`src/rtl/utm_pkg.sv`:
```
package utm_pkg;

  localparam int BIT_FHOST = 7;
  localparam int BIT_FIFO  = 6;
  localparam int BIT_FS    = 5;
  localparam int BIT_HS    = 4;
  localparam int BIT_PKT   = 3;
  localparam int BIT_K     = 2;
  localparam int BIT_J     = 1;
  localparam int BIT_SE0   = 0;

  typedef enum logic [2:0] {
    MODE_NONE   = 3'd0,
    MODE_SE0NAK = 3'd1,
    MODE_J      = 3'd2,
    MODE_K      = 3'd3,
    MODE_PKT    = 3'd4
  } testMode_e;

  localparam logic [1:0] LD_IDLE = 2'd0;
  localparam logic [1:0] LD_J    = 2'd1;
  localparam logic [1:0] LD_K    = 2'd2;
  localparam logic [1:0] LD_PKT  = 2'd3;

  localparam logic [1:0] SPD_FULL = 2'b01;
  localparam logic [1:0] SPD_HIGH = 2'b10;

  // strobes from control to datapath
  typedef struct packed {
    testMode_e  reqMode;
    logic       loadSpeed;
    logic [1:0] speedSel;
  } ctrlStrb_t;

  function automatic logic [1:0] mapSpeed(input logic [1:0] raw);
    return (raw == 2'b11) ? SPD_HIGH : raw;
  endfunction

endpackage

```
`src/rtl/utm_ctrl.sv`:
```
module utm_ctrl
  import utm_pkg::*;
(
  input  logic       clk,
  input  logic       rstN,
  input  logic       regWrEn,
  input  logic [7:0] regWrData,
  input  logic       sessionValid,
  input  logic       cableId,
  input  logic       hostDiscon,
  input  logic [1:0] lineState,
  input  logic       usbResetStrobe,
  output logic [7:0] regQ,
  output logic       hostRole,
  output logic       fifoCopyReq,
  output logic [7:0] devCtlStatus,
  output ctrlStrb_t  strb
);

  logic forcedQ;
  logic autoHostQ;
  logic fifoReqQ;

  always_ff @(posedge clk) begin
    if (!rstN) begin
      regQ      <= '0;
      fifoReqQ  <= 1'b0;
      forcedQ   <= 1'b0;
      autoHostQ <= 1'b0;
    end else begin
      if (regWrEn) regQ <= regWrData;
      else         regQ[BIT_FIFO] <= 1'b0;
      fifoReqQ  <= regWrEn & regWrData[BIT_FIFO];
      forcedQ   <= sessionValid & (forcedQ | regQ[BIT_FHOST]);
      autoHostQ <= sessionValid & ~cableId & ~hostDiscon;
    end
  end

  assign hostRole    = forcedQ | autoHostQ;
  assign fifoCopyReq = fifoReqQ;

  always_comb begin
    devCtlStatus      = '0;
    devCtlStatus[7]   = forcedQ & hostDiscon;
    devCtlStatus[2]   = hostRole;
    devCtlStatus[1:0] = lineState;
  end

  always_comb begin
    if (regQ[BIT_PKT])      strb.reqMode = MODE_PKT;
    else if (regQ[BIT_K])   strb.reqMode = MODE_K;
    else if (regQ[BIT_J])   strb.reqMode = MODE_J;
    else if (regQ[BIT_SE0]) strb.reqMode = MODE_SE0NAK;
    else                    strb.reqMode = MODE_NONE;
    strb.loadSpeed = ~forcedQ & ((sessionValid & regQ[BIT_FHOST]) | usbResetStrobe);
    strb.speedSel  = {regQ[BIT_HS], regQ[BIT_FS]};
  end


  fifo_src_chk: assert property (@(posedge clk) disable iff (!rstN)
    fifoCopyReq |-> $past(regWrEn && regWrData[BIT_FIFO]));


  fifo_clear_chk: assert property (@(posedge clk) disable iff (!rstN)
    (fifoCopyReq && !regWrEn) |=> !regQ[BIT_FIFO]);


  forced_hold_chk: assert property (@(posedge clk) disable iff (!rstN)
    (forcedQ && sessionValid) |=> hostRole);


  forced_drop_chk: assert property (@(posedge clk) disable iff (!rstN)
    !sessionValid |=> !devCtlStatus[7]);

endmodule

```
`src/rtl/utm_datapath.sv`:
```
module utm_datapath
  import utm_pkg::*;
#(
  parameter int BUF_DEPTH = 64,
  parameter int PKT_LEN   = 53,
  localparam int ADDR_W   = $clog2(BUF_DEPTH)
) (
  input  logic              clk,
  input  logic              rstN,
  input  ctrlStrb_t         strb,
  input  logic              inTokenValid,
  output logic [1:0]        speedCode,
  output logic [1:0]        lineDrive,
  output logic              nakStrobe,
  output logic [ADDR_W-1:0] replayAddr,
  output logic              packetBoundary
);

  localparam logic [ADDR_W-1:0] LAST_ADDR = ADDR_W'(PKT_LEN - 1);

  testMode_e         modeQ;
  logic [ADDR_W-1:0] addrQ;
  logic [1:0]        speedQ;
  logic              inPkt;
  logic              atWrap;

  assign inPkt  = (modeQ == MODE_PKT);
  assign atWrap = inPkt && (addrQ == LAST_ADDR);

  always_ff @(posedge clk) begin
    if (!rstN) begin
      modeQ  <= MODE_NONE;
      addrQ  <= '0;
      speedQ <= SPD_FULL;
    end else begin
      if (strb.loadSpeed) speedQ <= mapSpeed(strb.speedSel);
      if (inPkt && !atWrap) begin
        addrQ <= addrQ + 1'b1;
      end else begin
        modeQ <= strb.reqMode;
        addrQ <= '0;
      end
    end
  end

  always_comb begin
    case (modeQ)
      MODE_PKT: lineDrive = LD_PKT;
      MODE_K:   lineDrive = LD_K;
      MODE_J:   lineDrive = LD_J;
      default:  lineDrive = LD_IDLE;
    endcase
  end

  assign speedCode      = (modeQ == MODE_SE0NAK) ? SPD_HIGH : speedQ;
  assign nakStrobe      = (modeQ == MODE_SE0NAK) & inTokenValid;
  assign replayAddr     = addrQ;
  assign packetBoundary = atWrap;


  addr_range_chk: assert property (@(posedge clk) disable iff (!rstN)
    replayAddr <= LAST_ADDR);


  wrap_zero_chk: assert property (@(posedge clk) disable iff (!rstN)
    packetBoundary |=> (replayAddr == '0));


  pkt_hold_chk: assert property (@(posedge clk) disable iff (!rstN)
    (inPkt && !packetBoundary) |=> (lineDrive == LD_PKT && replayAddr == $past(replayAddr) + 1'b1));


  speed_code_chk: assert property (@(posedge clk) disable iff (!rstN)
    speedQ != 2'b11);

endmodule

```
`src/rtl/usb_testmode_ctrl.sv`:
```
module usb_testmode_ctrl
  import utm_pkg::*;
#(
  parameter int BUF_DEPTH = 64,
  parameter int PKT_LEN   = 53,
  localparam int ADDR_W   = $clog2(BUF_DEPTH)
) (
  input  logic              clk,
  input  logic              rstN,
  input  logic              regWrEn,
  input  logic [7:0]        regWrData,
  output logic [7:0]        regRdData,
  input  logic              sessionValid,
  input  logic              cableId,
  input  logic              hostDiscon,
  input  logic [1:0]        lineState,
  input  logic              usbResetStrobe,
  input  logic              inTokenValid,
  output logic              hostRole,
  output logic [1:0]        speedCode,
  output logic [1:0]        lineDrive,
  output logic              nakStrobe,
  output logic              fifoCopyReq,
  output logic [ADDR_W-1:0] replayAddr,
  output logic              packetBoundary,
  output logic [7:0]        devCtlStatus
);

  ctrlStrb_t strb;

  utm_ctrl u_ctrl (
    .clk            (clk),
    .rstN           (rstN),
    .regWrEn        (regWrEn),
    .regWrData      (regWrData),
    .sessionValid   (sessionValid),
    .cableId        (cableId),
    .hostDiscon     (hostDiscon),
    .lineState      (lineState),
    .usbResetStrobe (usbResetStrobe),
    .regQ           (regRdData),
    .hostRole       (hostRole),
    .fifoCopyReq    (fifoCopyReq),
    .devCtlStatus   (devCtlStatus),
    .strb           (strb)
  );

  utm_datapath #(
    .BUF_DEPTH (BUF_DEPTH),
    .PKT_LEN   (PKT_LEN)
  ) u_dp (
    .clk            (clk),
    .rstN           (rstN),
    .strb           (strb),
    .inTokenValid   (inTokenValid),
    .speedCode      (speedCode),
    .lineDrive      (lineDrive),
    .nakStrobe      (nakStrobe),
    .replayAddr     (replayAddr),
    .packetBoundary (packetBoundary)
  );

endmodule

```
`config.mk`:
```
export PLATFORM = sky130hd
export DESIGN_NAME = usb_testmode_ctrl
export DESIGN_NICKNAME = d
export VERILOG_FILES = /design/src/rtl/utm_pkg.sv /design/src/rtl/utm_ctrl.sv /design/src/rtl/utm_datapath.sv /design/src/rtl/usb_testmode_ctrl.sv
export SDC_FILE = /design/constraint.sdc
export NUM_CORES = 1
export LEC_CHECK = 0
export ABC_AREA = 1
export CAP_MARGIN = 5
export CORE_MARGIN = 2
export CORE_UTILIZATION = 40
export DETAILED_ROUTE_END_ITERATION = 12
export DONT_BUFFER_PORTS = 1
export PLACE_DENSITY_LB_ADDON = 0.25
export SYNTH_ARGS = -nofsm -noshare
export SYNTH_HDL_FRONTEND = slang
export SYNTH_SLANG_ARGS = --single-unit
```
`constraint.sdc`:
```
create_clock -name clk -period 1 [get_ports clk]
set_input_delay 0.1 -clock clk [delete_from_list [all_inputs] [get_ports clk]]
set_output_delay 0.1 -clock clk [all_outputs]
set_load 0.02 [all_outputs]
```
==> results.sh, run 1 <==
export IMPL_yosys_area_share_adder_pct=2.53
export IMPL_grt_pass1_vias=829
export IMPL_dr_pass1_iters=4
export IMPL_track_usage_pct=16.5
export IMPL_cp_end_kind="output pin"
export IMPL_slew_viol_final=0
export IMPL_cts_tree="built"
export IMPL_grt_overflow=0
export IMPL_area_growth_pct=47.3
export IMPL_cap_violations=0
export IMPL_utilization_pct=60.4
export IMPL_setup_viol=19
export IMPL_start_util_pct=41.0
export IMPL_io_buffer_count=0
export IMPL_nets=184
export IMPL_maxSlewHeadroom_pct=65.8
export IMPL_fin_crit_sh_pct=128
export IMPL_synth_cells=133
export IMPL_p_leak_uw=0.000633
export IMPL_fp_dieH_um=53.7
export IMPL_rsz0062_at_grt="true"
export IMPL_cts_root_buf="clkbuf_4"
export IMPL_crit_type="register to output pin"
export IMPL_dpl_instance_area_um2=1120
export IMPL_finalPower_uw=1830
export IMPL_viasPerCell=4.53
export IMPL_synth_area_um2=988
export IMPL_synthXorXnorAreaFrac_pct=2.66
export IMPL_antenna_left=0
export IMPL_synth_top_family_by_area="simple AND/OR/NAND/NOR gates"
export IMPL_synth_seq_cells=22
export IMPL_numCtsBuffers=3
export IMPL_drtIter0Drc=7
export IMPL_grtUsageMet3_pct=3.61
export IMPL_vdd_drop_max_v=0.000967
export IMPL_dp_slack_ps=-26.0
export IMPL_synthSimpleGateAreaFrac_pct=25.2
export IMPL_fmax_ghz=0.784
export IMPL_grt_max_degree=15
export IMPL_grt_pass1_wl_mm=3.39
export IMPL_period_needed_ps=1280
export IMPL_die_w_um=53.7
export IMPL_yosysWarnings=0
export IMPL_hp_class="input pin to register"
export IMPL_ys_types=20
export IMPL_fin_ws_ps=-276
export IMPL_r2r_setup_slack_ps=-230
export IMPL_grtUsageMet1_pct=19.5
export IMPL_route_detailed_drc=0
export IMPL_synth_compound_area_share_pct=8.61
export IMPL_num_antenna_cells=0
export IMPL_use_met2_pct=27.0
export IMPL_final_common_cell="nor2_1"
export IMPL_clock_latency_ps=310
export IMPL_place_hpwl_mm=1.39
export IMPL_h_tree_depth=1
export IMPL_outcome="finished, violations left"
export IMPL_violations="negative setup slack"
export IMPL_skew_ps=11.3
export IMPL_clkTransAtPathRegs_ps=110
export IMPL_worst_setup_path_start_kind="register"
export IMPL_worstMarginPinSlew_ps=513
export IMPL_fin_area_um2=1460
export IMPL_core_area_um2=2410
export IMPL_fin_cells=193
export IMPL_drive_gt1_share_pct=45.4
export IMPL_path_max_fanout=2
export IMPL_grt_busiest_layer="met2"
export IMPL_hold_violations=0
export IMPL_antenna_found_initial=0
export IMPL_cts_sinks=22
export IMPL_power_density_nw_per_um2=1260
export IMPL_cp_arrival_ps=1180
export IMPL_layout_common_cells="19 x nor2_1, 16 x buf_4, 12 x inv_1, 11 x o21ai_0, 11 x dlygate4sd3_1"
export IMPL_cp_required_ps=900
export IMPL_synth_mux_area_fraction_pct=0
export IMPL_postSynthAreaPerCell_um2=7.43
export IMPL_dp_cells=171
export IMPL_gp_congestion=0.706
export IMPL_io_pins=48
export IMPL_wl_per_cell_um=11.0
export IMPL_ys_seq_area_share_pct=44.6
export IMPL_die_area_um2=2880
export IMPL_rows=18
export IMPL_routed_wl_mm=2.13
export IMPL_clk_path_buf_depth=2
export IMPL_vias=875
## final cells by class
cell class / count / area, um2
multi-input combinational: 82 / 518
tap: 30 / 37.5
timing repair buffer: 34 / 310
fill: 228 / 953
inverter: 21 / 86.3
sequential: 22 / 468
clock buffer: 4 / 36.3
## final timing paths
| kind | startpoint | endpoint | depth (start not counted) |
|---|---|---|---|
| hold reg to reg | u_dp.speedQ[1]$_SDFFE_PN0P_ | u_dp.speedQ[1]$_SDFFE_PN0P_ | 2 |
| hold / removal | regWrData[0] | u_ctrl.regQ[0]$_SDFFE_PN0P_ | 2 |
| setup reg to reg | u_dp.replayAddr[0]$_SDFF_PN0_ | u_dp.replayAddr[5]$_SDFF_PN0_ | 9 |
| setup / recovery | u_dp.replayAddr[1]$_SDFF_PN0_ | packetBoundary | 6 |
## where the power goes
group | internal, uW | switching (uW) | leakage [uW] | total [uW]
logic | 156 | 222 | 0.000424 | 378
clock network | 222 | 269 | 0.0000210 | 491
registers | 917 | 42.4 | 0.000187 | 959
total | 1300 | 533 | 0.000633 | 1830
## layer usage
layer	routed length, um	share of wire (%)
met1	953	45
met2	1040	49
met3	94	4.4
met4	40	1.9
met5	0	0
## cells in the mapped netlist
master | n | area (um2)
dfxtp_1 | 22 | 440
xor2_1 | 2 | 17.5
ha_1 | 2 | 25.0
nand2_1 | 14 | 52.6
a21oi_1 | 6 | 30.0
or2_2 | 1 | 6.26
o21ai_0 | 11 | 55.1
xnor2_1 | 1 | 8.76
nor3_1 | 1 | 5.00
nand3_1 | 5 | 25.0
nand2_2 | 5 | 31.3
inv_1 | 19 | 71.3
nor2_4 | 1 | 11.3
nor2_2 | 1 | 6.26
inv_2 | 2 | 7.51
buf_4 | 10 | 75.1
buf_2 | 1 | 5.00
nand3_2 | 1 | 10.0
conb_1 | 1 | 3.75
nor2_1 | 27 | 101
## critical path, stage by stage, from the launching register on
cell and delay [ps]:
dfxtp_4 360, inv_2 60, ha_4 120, inv_2 30
nor2_2 80, nand2_2 80, nor2_4 160
## metrics by stage
stage,hold slack [ps],setup TNS (ps)
final,9.96,-3150
after global routing,36.6,-4140
after CTS,4.90,-2420
after detailed placement,184,-109
after global placement,180,0
after floorplan,177,-87.9
## what timing repair did
item	4_1_cts	5_1_grt
hold buffers	12	0
endpoints found under the hold margin	22	0
buffers inserted	5	2
endpoints found under the setup margin	20	34
gates resized for setup	24	26
pin swaps	5	7
## logic make-up after synthesis
family          count (synthesis)
simple gates                   56
xor+xnor                        3
flops                          22
other cells                     1
buf+inv                        32
fa+ha+maj                       2
compound gates                 17
## registers in the layout, indices dropped and copies added (netlist names)
signal and flops:
u_ctrl.autoHostQ 1, u_ctrl.fifoCopyReq 1, u_ctrl.forcedQ 1, u_ctrl.regQ 8, u_dp.modeQ 3, u_dp.replayAddr 6, u_dp.speedQ 2
Power figures use the tool's default switching activity.
==> run 2, diff against run 1 <==
ABC_AREA = default   (was 1)
==> run 2 against run 1 <==
First-iteration DRC count shrank 43%; via count shrank 5.6%; the run still ends with negative setup slack left; power shrank 3.8%; utilization grew 3.5 points; synthesized cell count shrank 22%; fmax shrank 15%; highest routed layer unchanged; count of clock-buffer cells in the layout is the same; cell count shrank 13%; critical path depth shrank 4; worst hold slack gained 75 ps.
==> results.sh, run 2 <==
export IMPL_outcome="finished, violations left"
export IMPL_violations="negative setup slack"
export IMPL_track_usage_pct=18.0
export IMPL_io_pins=48
export IMPL_power_density_nw_per_um2=1220
export IMPL_route_detailed_drc=0
export IMPL_cp_end_kind="output pin"
export IMPL_rsz0062_at_grt="true"
export IMPL_grt_overflow=0
export IMPL_synth_largest_area_cell="dfxtp_1"
export IMPL_die_w_um=53.4
export IMPL_setup_viol=19
export IMPL_cp_arrival_ps=1390
export IMPL_skew_ps=2.19
export IMPL_fmax_ghz=0.669
export IMPL_grt_pass1_wl_mm=3.65
export IMPL_synth_cells=104
export IMPL_reg2reg_to="u_dp.replayAddr[4]$_SDFF_PN0_"
export IMPL_nets=160
export IMPL_synth_area_top_cells="dfxtp_1 45%, buf_4 7.7%, mux2i_1 7.2%, nor2_1 5.8%, xnor2_1 2.7%"
export IMPL_power_switching_uw=462
export IMPL_clkTransAtPathRegs_ps=120
export IMPL_crit_type="register to output pin"
export IMPL_top_register="u_ctrl.regQ"
export IMPL_comb_power_share_pct=19.0
export IMPL_finalPower_uw=1760
export IMPL_synth_most_common_cell="dfxtp_1"
export IMPL_h_tree_depth=1
export IMPL_synth_area_um2=976
export IMPL_wl_per_cell_um=13.2
export IMPL_largest_reg_flops=8
export IMPL_grt_max_degree=13
export IMPL_fin_crit_sh_pct=149
export IMPL_r2r_cells=4
export IMPL_die_area_um2=2850
export IMPL_cp_required_ps=900
export IMPL_synth_seq_cells=22
export IMPL_ys_flop_type="dfxtp_1"
export IMPL_drive_gt1_share_pct=46.0
export IMPL_yosys_area_top_type_share_pct=45.1
export IMPL_ys_types=32
export IMPL_seqPwrFrac_pct=53.4
export IMPL_cts_root_buf="clkbuf_4"
export IMPL_num_antenna_cells=0
export IMPL_path_max_fanout=2
export IMPL_numCtsBuffers=3
export IMPL_yosysWarnings=0
export IMPL_worst_setup_path_start_kind="register"
export IMPL_fin_ws_ps=-494
export IMPL_cap_violations=0
export IMPL_dr_pass1_iters=2
export IMPL_antenna_left=0
export IMPL_gp_congestion=0.669
export IMPL_final_common_cell="buf_4"
export IMPL_fin_area_um2=1440
export IMPL_pwr_share_clk_pct=27.7
export IMPL_clk_path_buf_depth=2
export IMPL_start_util_pct=43.3
export IMPL_synth_common_cells="22 x dfxtp_1, 15 x nor2_1, 10 x buf_4, 7 x mux2i_1, 5 x inv_1"
export IMPL_place_hpwl_mm=1.48
export IMPL_io_buffer_count=0
export IMPL_hp_class="input pin to register"
export IMPL_largestRegisters="u_ctrl.regQ: 8 flops, u_dp.replayAddr: 6 flops, u_dp.modeQ: 3 flops"
export IMPL_crit_start="u_dp.modeQ[2]$_SDFFE_PN0N_"
export IMPL_sw_frac_of_total_pct=26.3
export IMPL_p_int_uw=1300
export IMPL_routed_wl_mm=2.21
export IMPL_period_needed_ps=1490
export IMPL_postSynthAreaPerCell_um2=9.38
export IMPL_cts_sinks=22
export IMPL_layout_common_cells="19 x buf_4, 13 x nor2_1, 12 x dlygate4sd3_1, 11 x dfxtp_1, 8 x buf_6"
export IMPL_ys_seq_area_share_pct=45.1
export IMPL_cts_tree="built"
export IMPL_clock_latency_ps=300
export IMPL_dpl_instance_area_um2=1150
export IMPL_hp_start="rstN"
export IMPL_p_leak_uw=0.000636
export IMPL_rows=17
export IMPL_whs_path_depth=3
export IMPL_drtIter0Drc=4
export IMPL_core_area_um2=2250
export IMPL_synth_edf_count=0
export IMPL_r2r_setup_slack_ps=-410
export IMPL_hold_violations=0
export IMPL_fp_dieH_um=53.4
export IMPL_dp_slack_ps=-266
export IMPL_reg2reg_from="u_dp.modeQ[2]$_SDFFE_PN0N_"
export IMPL_grt_pass1_vias=837
export IMPL_async_flop_share_pct=0
export IMPL_viasPerCell=4.95
export IMPL_vdd_drop_max_v=0.00121
export IMPL_hold_path_end="u_dp.replayAddr[5]$_SDFF_PN0_"
export IMPL_utilization_pct=63.9
export IMPL_area_growth_pct=47.7
export IMPL_vias=826
export IMPL_slew_viol_final=0
export IMPL_antenna_found_initial=0
## run 2: cell types whose count changed after synthesis, moves of 3 or more
cell / previous run / this run
nor2_1: 27 / 15
o21ai_0: 11 / 3
a21oi_1: 6 / 3
mux2i_1: 0 / 7
nand2_2: 5 / 0
and3_1: 0 / 3
inv_1: 19 / 5
nand2_1: 14 / 3
and2_1: 0 / 3
## run 2: power by group through the flow
stage               Combinational, uW  Clock [uW]  Sequential, uW
floorplan                         191           0             972
global placement                  247           0             959
detailed placement                251           0             961
CTS                               330         505             941
global route                      363         540             944
finish                            334         487             938
## run 2: cell type report
cell class	instances	area, um2
clock buffer	4	36.3
fill	205	813
inverter	5	18.8
multi-input combinational	68	522
sequential	22	464
tap	28	35.0
timing repair buffer	40	365
## run 2: worst max path at each step
stage / endpoint / slack [ps]
2_1_floorplan: u_dp.replayAddr[5]$_SDFF_PN0_ / -290
3_3_place_gp: u_dp.replayAddr[4]$_SDFF_PN0_ / -250
3_5_place_dp: u_dp.replayAddr[3]$_SDFF_PN0_ / -270
4_1_cts: packetBoundary / -540
5_1_grt: packetBoundary / -540
6_report: packetBoundary / -490
## run 2: metal layers
| metal | share of wire (%) | track usage, % |
|---|---|---|
| met1 | 37 | 16.8 |
| met2 | 55 | 35.4 |
| met3 | 7.2 | 7.63 |
| met4 | 0.59 | 3.85 |
| met5 | 0 | 0 |
## run 2: stage by stage
| step | cells | hold WS, ps | setup TNS (ps) |
|---|---|---|---|
| floorplan | 107 | 177 | -2340 |
| global placement | 148 | 180 | -2350 |
| detailed placement | 148 | 181 | -2680 |
| CTS | 166 | 63.0 | -6020 |
| global route | 167 | 73.9 | -6830 |
| finish | 167 | 84.8 | -5820 |
## run 2: cells by family (layout without fill, tap and decap cells)
logic type,count (synthesis),count (layout),synth area share [%]
fa+ha+maj,2,2,2.56
flops,22,22,45.1
other cells,1,4,0.384
simple gates,41,41,23.3
xor+xnor,4,4,3.59
buf+inv,17,49,10.4
mux,7,7,7.18
compound gates,10,10,7.44
## run 2: what timing repair did
action                                  4_1_cts  5_1_grt
endpoints found under the hold margin        14        0
endpoints found under the setup margin       22       32
buffers inserted                              2        1
gates resized for setup                      28        7
hold buffers                                 13        0
pin swaps                                     6        3
## run 2: critical path: stages (launching register included)
cell,delay (ps)
dfxtp_2,350
or3b_4,380
and4bb_4,360
==> run 3, diff against run 2 <==
CORE_ASPECT_RATIO = 0.9   (was default)
GPL_ROUTABILITY_DRIVEN = 0   (was default)
clock period = 1.8 ns   (was 1 ns; I/O delays follow)
==> run 3 against run 2 <==
Via count decreased by 18%; count of clock-buffer cells in the layout unchanged; the flow now finishes without violations; sequential cell count unchanged; clock power decreased by 44%; cell count decreased by 19%; register-to-register slack improved by 810 ps; critical path type unchanged; die area about the same; routed wire length decreased by 17%.
==> results.sh, run 3 (synthesized netlist as in run 2, its figures left out) <==
export IMPL_cp_slowest_cell="or3b_4"
export IMPL_die_w_um=56.1
export IMPL_antenna_left=0
export IMPL_grt_max_degree=13
export IMPL_largest_reg_flops=8
export IMPL_path_max_fanout=4
export IMPL_outcome="completed"
export IMPL_setup_viol=0
export IMPL_io_buffer_count=0
export IMPL_route_detailed_drc=0
export IMPL_drtIter0Drc=17
export IMPL_rsz0062_at_grt="false"
export IMPL_largestRegisters="u_ctrl.regQ: 8 flops, u_dp.replayAddr: 6 flops, u_dp.modeQ: 3 flops"
export IMPL_dr_pass1_iters=4
export IMPL_final_common_cell="dfxtp_1"
export IMPL_top_register="u_ctrl.regQ"
export IMPL_fp_dieH_um=50.9
export IMPL_grt_overflow=0
export IMPL_cts_root_buf="clkbuf_4"
export IMPL_io_pins=48
export IMPL_place_hpwl_mm=1.33
export IMPL_timing_setup_tns_ps=0
export IMPL_area_growth_pct=8.08
export IMPL_hp_class="input pin to register"
export IMPL_slew_viol_final=0
export IMPL_antenna_found_initial=0
export IMPL_grt_pass1_wl_mm=3.01
export IMPL_skew_ps=6.21
export IMPL_dp_cells=126
export IMPL_num_antenna_cells=0
export IMPL_hold_violations=0
export IMPL_fin_crit_sh_pct=94.2
export IMPL_layout_common_cells="22 x dfxtp_1, 15 x nor2_1, 7 x mux2i_1, 5 x inv_1, 5 x dlygate4sd3_1"
export IMPL_utilization_pct=47.0
export IMPL_cp_end_kind="output pin"
export IMPL_vias=677
export IMPL_die_area_um2=2850
export IMPL_worst_setup_path_start_kind="register"
export IMPL_clock_latency_ps=310
export IMPL_rows=16
export IMPL_period_needed_ps=1700
export IMPL_fin_cells=135
export IMPL_viasPerCell=5.01
export IMPL_vdd_drop_max_v=0.000715
export IMPL_numCtsBuffers=3
export IMPL_h_tree_depth=1
export IMPL_drive_gt1_share_pct=14.8
export IMPL_cap_violations=0
export IMPL_cp_required_ps=1620
export IMPL_track_usage_pct=13.8
export IMPL_start_util_pct=43.5
export IMPL_register_area_um2=440
export IMPL_crit_type="register to output pin"
export IMPL_power_density_nw_per_um2=862
export IMPL_wl_per_cell_um=13.5
export IMPL_p_leak_uw=0.000453
export IMPL_core_area_um2=2240
export IMPL_cp_arrival_ps=1520
export IMPL_clkTransAtPathRegs_ps=120
export IMPL_fillers=227
export IMPL_routed_wl_mm=1.82
export IMPL_clk_path_buf_depth=2
export IMPL_max_stage_delay_ps=420
export IMPL_cts_tree="built"
export IMPL_grt_pass1_vias=633
export IMPL_path_cells="or3b_4 > and4bb_2"
export IMPL_post_cts_setup_buffers=0
export IMPL_nets=129
export IMPL_fmax_ghz=0.590
export IMPL_cts_sinks=22
export IMPL_multiInputGateArea_um2=445
run 3: final cells by class:
type	count	area share, %
Tap cell	27	3.20
Sequential cell	22	41.8
Timing Repair Buffer	9	7.59
Inverter	5	1.78
Multi-Input combinational cell	68	42.2
Clock buffer	4	3.44
run 3: power breakdown:
| group | switching [uW] | internal (uW) |
|---|---|---|
| clock network | 149 | 124 |
| logic | 59.6 | 40.4 |
| registers | 28.7 | 508 |
run 3: routing by layer:
layer	vias to the layer above	global-route usage [%]	wire, um
li1	340	-	-
met4	0	3.57	8
met2	30	22.4	841
met5	-	0	0
met1	304	16.4	821
met3	3	6.58	150
run 3: path summary, 6_finish.rpt:
check	start	to	slack [ps]	cells past startpoint
max	u_dp.modeQ[2]$_SDFFE_PN0N_	packetBoundary	100	2
min	sessionValid	u_ctrl.forcedQ$_SDFF_PN0_	4	2
max reg2reg	u_dp.modeQ[2]$_SDFFE_PN0N_	u_dp.replayAddr[1]$_SDFF_PN0_	400	3
min reg2reg	u_dp.speedQ[1]$_SDFFE_PN0P_	u_dp.speedQ[1]$_SDFFE_PN0P_	490	2
run 3: worst max-delay path, delay by kind of cell, from the launching register on:
kind | cells | cell delay [ps]
simple gates | 2 | 810
flops | 1 | 390
run 3: timing repair:
action / 4_1_cts / 5_1_grt
resized for setup: 0 / 0
hold endpoints to repair: 5 / 1
hold buffers: 4 / 1
run 3: stage by stage:
step | setup WS (ps) | instance area (um2) | hold slack (ps) | total power, uW
6_report | 104 | 1050 | 4.48 | 909
5_1_grt | 43.1 | 1050 | 6.06 | 954
4_1_cts | 96.7 | 1040 | 1.34 | 916
3_5_place_dp | 436 | 968 | 258 | 640
3_3_place_gp | 480 | 968 | 259 | 637
2_1_floorplan | 357 | 987 | 252 | 646
